===== src/rtl/swtlb_pkg.sv =====
package swtlb_pkg;

  localparam int PN_W    = 20;
  localparam int TAG_W   = 4;
  localparam int IDX_LSB = 8;
  localparam int RSV_BIT = 27;
  localparam logic [31:0] CTRL_RST = 32'h0400_0000;

  localparam logic [2:0] SEL_CTRL  = 3'd0;
  localparam logic [2:0] SEL_EPN   = 3'd1;
  localparam logic [2:0] SEL_SEG   = 3'd2;
  localparam logic [2:0] SEL_TBASE = 3'd3;
  localparam logic [2:0] SEL_RPN   = 3'd4;
  localparam logic [2:0] SEL_TAG   = 3'd5;

  typedef struct packed {
    logic [PN_W-1:0]  epn;
    logic [TAG_W-1:0] tag;
    logic [PN_W-1:0]  rpn;
    logic [3:0]       grp;
    logic             grd;
    logic [1:0]       psz;
    logic             wt;
  } tlb_ent_t;

  // bits of the page number that take part in the compare
  function automatic logic [PN_W-1:0] cmp_mask(input logic [1:0] psz);
    case (psz)
      2'b11:   cmp_mask = 20'hFF800;
      2'b01:   cmp_mask = 20'hFFF80;
      default: cmp_mask = 20'hFFFFF;
    endcase
  endfunction

  function automatic logic [31:0] l1_desc(input logic [31:0] tbase,
                                          input logic [31:0] epn);
    l1_desc = {tbase[31:12], epn[31:22], 2'b00};
  endfunction

  function automatic logic [31:0] l2_desc(input logic [31:0] seg,
                                          input logic [31:0] epn);
    l2_desc = {seg[31:12], 12'h000} + {20'h0, epn[21:12], 2'b00};
  endfunction

endpackage


===== src/rtl/swtlb_regs.sv =====
module swtlb_regs
  import swtlb_pkg::*;
#(
  parameter int DEPTH = 32,
  parameter int RSV_N = 4,
  localparam int IDX_W = $clog2(DEPTH)
) (
  input  logic             clk,
  input  logic             rst_n,
  input  logic             we,
  input  logic [2:0]       wsel,
  input  logic [31:0]      wdata,
  input  logic [2:0]       rsel,
  output logic [31:0]      rdata,
  input  logic             miss_rec,
  input  logic [PN_W-1:0]  miss_pn,
  output logic             commit,
  output logic [IDX_W-1:0] load_idx,
  output tlb_ent_t         new_ent,
  output logic             new_vld,
  output logic [TAG_W-1:0] cur_tag,
  output logic [PN_W-1:0]  epn_pn
);

  logic [31:0] ctrl_q, epn_q, seg_q, tbase_q;
  logic [TAG_W-1:0] tag_q;
  logic [IDX_W-1:0] idx_next;

  assign commit   = we && (wsel == SEL_RPN);
  assign load_idx = ctrl_q[IDX_LSB +: IDX_W];
  assign cur_tag  = tag_q;
  assign epn_pn   = epn_q[31:12];

  always_comb begin
    if (load_idx == IDX_W'(DEPTH - 1))
      idx_next = ctrl_q[RSV_BIT] ? IDX_W'(RSV_N) : '0;
    else
      idx_next = load_idx + 1'b1;
  end

  always_ff @(posedge clk) begin
    if (!rst_n) begin
      ctrl_q <= CTRL_RST;
      tag_q  <= '0;
    end else begin
      if (we && wsel == SEL_CTRL)
        ctrl_q <= wdata;
      else if (commit)
        ctrl_q[IDX_LSB +: IDX_W] <= idx_next;
      if (we && wsel == SEL_TAG)
        tag_q <= wdata[TAG_W-1:0];
    end
  end

  // no defined reset for these
  always_ff @(posedge clk) begin
    if (we && wsel == SEL_EPN)
      epn_q <= wdata;
    else if (miss_rec)
      epn_q[31:12] <= miss_pn;
    if (we && wsel == SEL_SEG)
      seg_q <= wdata;
    if (we && wsel == SEL_TBASE)
      tbase_q <= wdata;
  end

  always_comb begin
    new_ent.epn = epn_q[31:12];
    new_ent.tag = epn_q[TAG_W-1:0];
    new_ent.rpn = wdata[31:12];
    new_ent.grp = seg_q[8:5];
    new_ent.grd = seg_q[4];
    new_ent.psz = seg_q[3:2];
    new_ent.wt  = seg_q[1];
    new_vld     = epn_q[9] & seg_q[0];
  end

  always_comb begin
    case (rsel)
      SEL_CTRL:  rdata = ctrl_q;
      SEL_EPN:   rdata = epn_q;
      SEL_SEG:   rdata = l2_desc(seg_q, epn_q);
      SEL_TBASE: rdata = l1_desc(tbase_q, epn_q);
      SEL_TAG:   rdata = {{(32-TAG_W){1'b0}}, tag_q};
      default:   rdata = '0;
    endcase
  end

endmodule


===== src/rtl/swtlb_array.sv =====
module swtlb_array
  import swtlb_pkg::*;
#(
  parameter int DEPTH = 32,
  localparam int IDX_W = $clog2(DEPTH)
) (
  input  logic             clk,
  input  logic             rst_n,
  input  logic             commit,
  input  logic [IDX_W-1:0] load_idx,
  input  tlb_ent_t         new_ent,
  input  logic             new_vld,
  input  logic [TAG_W-1:0] cur_tag,
  input  logic [PN_W-1:0]  ea_pn,
  output logic             hit,
  output logic [PN_W-1:0]  rpn,
  output logic [7:0]       attr,
  output logic [DEPTH-1:0] slot_vld,
  output logic [DEPTH-1:0] match_vec
);

  tlb_ent_t         ent [DEPTH];
  logic [IDX_W-1:0] sel;
  logic [PN_W-1:0]  msk;

  for (genvar g = 0; g < DEPTH; g++) begin : g_slot
    wire wr_here = commit && (load_idx == IDX_W'(g));

    always_ff @(posedge clk) begin
      if (!rst_n)       slot_vld[g] <= 1'b0;
      else if (wr_here) slot_vld[g] <= new_vld;
    end

    always_ff @(posedge clk) begin
      if (wr_here) ent[g] <= new_ent;
    end

    assign match_vec[g] = slot_vld[g] && (ent[g].tag == cur_tag) &&
                          (((ent[g].epn ^ ea_pn) & cmp_mask(ent[g].psz)) == '0);
  end

  // lowest slot wins
  always_comb begin
    sel = '0;
    for (int i = DEPTH - 1; i >= 0; i--)
      if (match_vec[i]) sel = IDX_W'(i);
  end

  assign hit  = |match_vec;
  assign msk  = cmp_mask(ent[sel].psz);
  assign rpn  = hit ? ((ent[sel].rpn & msk) | (ea_pn & ~msk)) : '0;
  assign attr = hit ? {ent[sel].grp, ent[sel].grd, ent[sel].psz, ent[sel].wt} : '0;

endmodule


===== src/rtl/swtlb_top.sv =====
module swtlb_top
  import swtlb_pkg::*;
#(
  parameter int DEPTH = 32,
  parameter int RSV_N = 4
) (
  input  logic        clk,
  input  logic        rst_n,
  input  logic        reg_we,
  input  logic [2:0]  reg_wsel,
  input  logic [31:0] reg_wdata,
  input  logic [2:0]  reg_rsel,
  output logic [31:0] reg_rdata,
  input  logic        lk_valid,
  input  logic [31:0] lk_ea,
  output logic        lk_hit,
  output logic [19:0] lk_rpn,
  output logic [7:0]  lk_attr
);

  localparam int IDX_W = $clog2(DEPTH);

  logic             commit, new_vld, miss_rec;
  logic [IDX_W-1:0] load_idx;
  tlb_ent_t         new_ent;
  logic [TAG_W-1:0] cur_tag;
  logic [PN_W-1:0]  epn_pn;
  logic [DEPTH-1:0] slot_vld, match_vec;

  assign miss_rec = lk_valid && !lk_hit;

  swtlb_regs #(.DEPTH(DEPTH), .RSV_N(RSV_N)) u_regs (
    .clk(clk), .rst_n(rst_n), .we(reg_we), .wsel(reg_wsel), .wdata(reg_wdata),
    .rsel(reg_rsel), .rdata(reg_rdata), .miss_rec(miss_rec), .miss_pn(lk_ea[31:12]),
    .commit(commit), .load_idx(load_idx), .new_ent(new_ent), .new_vld(new_vld),
    .cur_tag(cur_tag), .epn_pn(epn_pn)
  );

  swtlb_array #(.DEPTH(DEPTH)) u_arr (
    .clk(clk), .rst_n(rst_n), .commit(commit), .load_idx(load_idx),
    .new_ent(new_ent), .new_vld(new_vld), .cur_tag(cur_tag), .ea_pn(lk_ea[31:12]),
    .hit(lk_hit), .rpn(lk_rpn), .attr(lk_attr), .slot_vld(slot_vld),
    .match_vec(match_vec)
  );

endmodule


===== config.mk =====
export PLATFORM = sky130hd
export DESIGN_NAME = swtlb_top
export DESIGN_NICKNAME = d
export VERILOG_FILES = /design/src/rtl/swtlb_pkg.sv /design/src/rtl/swtlb_regs.sv /design/src/rtl/swtlb_array.sv /design/src/rtl/swtlb_top.sv
export SDC_FILE = /design/constraint.sdc
export NUM_CORES = 2
export LEC_CHECK = 0
export ABC_CLOCK_PERIOD_IN_PS = 6800
export BUFFER_PORTS_ARGS = -buffer_cell sky130_fd_sc_hd__buf_2
export CAP_MARGIN = 20
export CORE_UTILIZATION = 55
export CTS_CLUSTER_SIZE = 14
export DETAILED_ROUTE_END_ITERATION = 12
export GPL_TIMING_DRIVEN = 0
export PLACE_DENSITY = 0.71
export SETUP_SLACK_MARGIN = 0.3
export SLEW_MARGIN = 25
export SYNTH_ARGS = -nofsm -noshare
export SYNTH_HDL_FRONTEND = slang
export SYNTH_HIERARCHICAL = 1
export SYNTH_SLANG_ARGS = --single-unit

===== constraint.sdc =====
create_clock -name clk -period 6.8 [get_ports clk]
set_input_delay 0.68 -clock clk [delete_from_list [all_inputs] [get_ports clk]]
set_output_delay 0.68 -clock clk [all_outputs]
set_load 0.01 [all_outputs]

==> impl_metrics.json <==
{
  "p_sw_w": 0.00494,
  "io_buffers": 118,
  "cts_root_buffer": "clkbuf_16",
  "powerDensity_nw_per_um2": 245,
  "setup_viol": 0,
  "die_x_um": 379,
  "clock_path_buffers": 3,
  "hold_buffers": 0,
  "path_clk_slew_ps": 60,
  "start_util": 0.554,
  "rr_startpoint": "u_regs/cur_tag[0]",
  "worstSetupEndpointType": "output port",
  "via_per_inst": 6.45,
  "sw_frac_of_total": 0.216,
  "rsz0062_at_grt": "yes",
  "fin_cells": 7894,
  "wl_um": 252000,
  "min_to": "u_regs/epn_q[11]",
  "r2r-end": "u_regs/epn_q[19]",
  "dieArea_um2": 144000,
  "grt_max_degree": 33,
  "seq_area_um2": 53800,
  "avgSynthCellArea_um2": 14.7,
  "wl_per_cell_um": 31.9,
  "worstMarginPinSlew_ps": 947,
  "start_kind": "input port",
  "skew_ps": 27.8,
  "crit_required_ps": 6120,
  "hp-class": "in -> reg",
  "grt_pass1_vias": 47900,
  "max-cap-violations": 0,
  "p_seq_frac": 0.540,
  "cts_sinks": 1813,
  "slew-limit-headroom": 0.369,
  "finalWeightedCongestion": 0.964,
  "hold_viol_final": 0,
  "hpwl_um": 170000,
  "cp_data_arrival_time_ps": 5930,
  "final_common_cell": "edfxtp_1",
  "critPathKind": "in -> out",
  "h-tree-depth": 4,
  "r2r_setup_slack_ps": 1560,
  "ant_nets": 0,
  "clk-insertion-delay-late_ps": 830,
  "core_area_um2": 141000,
  "ys_warn_count": 6,
  "maxSlewViolCount": 0,
  "reg2reg_depth": 16,
  "antenna_found_initial": 11,
  "pwr-share-comb": 0.046,
  "ios": 135,
  "final_cell_mix": "1745 x edfxtp_1, 582 x nand2_1, 481 x xnor2_1, 282 x xor2_1, 251 x buf_4",
  "cts_tree": "built",
  "fill_cells": 9619,
  "drc": 0,
  "netlist_instances": 5313,
  "grt_use_total": 0.347,
  "cp-startpoint": "lk_ea[26]",
  "p_leak_nw": 30.6,
  "drive_above_1_share": 0.221,
  "layout_worst_path_cycle_share": 0.972,
  "critPathMaxFanout": 10,
  "power_frac_clock": 0.415,
  "num_rows": 138,
  "vias": 50900,
  "first_pass_iters": 8,
  "hold_depth": 1,
  "clock.fmax_mhz": 151,
  "layout.nets": 5934,
  "area_growth_pct": 19.1,
  "hold_path.startpoint": "reg_wdata[11]",
  "pre_cts_ws_ps": -1500,
  "drtIter0Drc": 7141,
  "overflow": 0,
  "grt_pass1_wl_um": 348000,
  "syn_nets": 5389,
  "multiInputGateArea_um2": 24700,
  "period_minus_slack_ps": 6610,
  "fp.dieH_um": 379,
  "ir_drop_mv": 0.250,
  "cts_buffers": 178,
  "intPower_w": 0.0180,
  "placed_cells": 7465,
  "setup_ws_ps": 190,
  "status": "complete, no violations",
  "syn_area_um2": 78400
}
-- power groups by stage --
stage / combinational [W] / sequential (W) / clock, W
2_1_floorplan: 0.000556 / 0.0126 / 0
3_5_place_dp: 0.000973 / 0.0126 / 0
4_1_cts: 0.00101 / 0.0124 / 0.00955
6_report: 0.00104 / 0.0124 / 0.00950
3_3_place_gp: 0.000943 / 0.0126 / 0
5_1_grt: 0.00108 / 0.0123 / 0.00996
-- metrics by stage --
step	power, W	util	instance area (um2)	hold slack [ps]	TNS (ps)
5_1_grt	0.0234	0.660	93300	58.0	0
4_1_cts	0.0229	0.650	91900	47.7	0
2_1_floorplan	0.0131	-	78400	432	0
3_5_place_dp	0.0136	0.594	84000	446	-32980
6_report	0.0229	0.660	93300	78.9	0
3_3_place_gp	0.0135	0.575	81300	438	-2246390
-- what timing repair did --
action / 4_1_cts / 5_1_grt
hold endpoints to repair: 0 / 0
gates resized for setup: 361 / 241
setup endpoints to repair: 28 / 28
pin swaps: 60 / 99
buffers inserted: 56 / 47
-- critical path, stage by stage --
cell	delay [ps]
buf_2	150
buf_6	160
buf_6	230
buf_6	270
buf_6	280
xor2_1	120
or4_1	550
nor4_2	350
nand3b_1	190
inv_2	110
nor4b_1	60
a2111oi_1	420
o21ai_1	150
a21oi_2	280
nor2_1	120
buf_4	240
clkbuf_2	360
a311oi_2	540
a211o_1	320
o31ai_1	130
buf_2	170
-- worst max path at each step --
stage,to,slack [ps],depth (start not counted)
6_report,lk_attr[3],190,21
5_1_grt,lk_rpn[7],170,21
4_1_cts,lk_rpn[10],280,19
3_5_place_dp,lk_attr[7],-1500,19
3_3_place_gp,u_arr/slot_vld[19],-4560,8
2_1_floorplan,u_arr/slot_vld[12],790,8
-- metal layers --
metal | part of all wire | GRT usage | wire length, um | vias to the layer above
met5 | 0.00034 | 0 | 85 | -
met4 | 0.068 | 0.204 | 17200 | 12
met3 | 0.11 | 0.0715 | 27500 | 744
met2 | 0.46 | 0.539 | 116000 | 3453
met1 | 0.36 | 0.452 | 91300 | 25600
li1 | - | - | - | 21200
-- flip-flops by register name, summed over array words and instances (netlist names) --
register / cells
u_arr/ent: 1664
u_arr/slot_vld: 32
u_regs/ctrl_q: 32
u_regs/epn_q: 32
u_regs/seg_q: 29
u_regs/tbase_q: 20
u_regs/cur_tag: 4
-- final cells by class --
| class | count | share of cell area |
|---|---|---|
| Antenna cell | 4 | 0.000107 |
| Buffer | 342 | 0.0307 |
| Clock buffer | 223 | 0.0507 |
| Clock inverter | 99 | 0.00870 |
| Inverter | 38 | 0.00156 |
| Multi-Input combinational cell | 3120 | 0.265 |
| Sequential cell | 1813 | 0.576 |
| Tap cell | 1890 | 0.0253 |
| Timing Repair Buffer | 365 | 0.0413 |
Note: power is estimated with default switching activity, not from simulation.
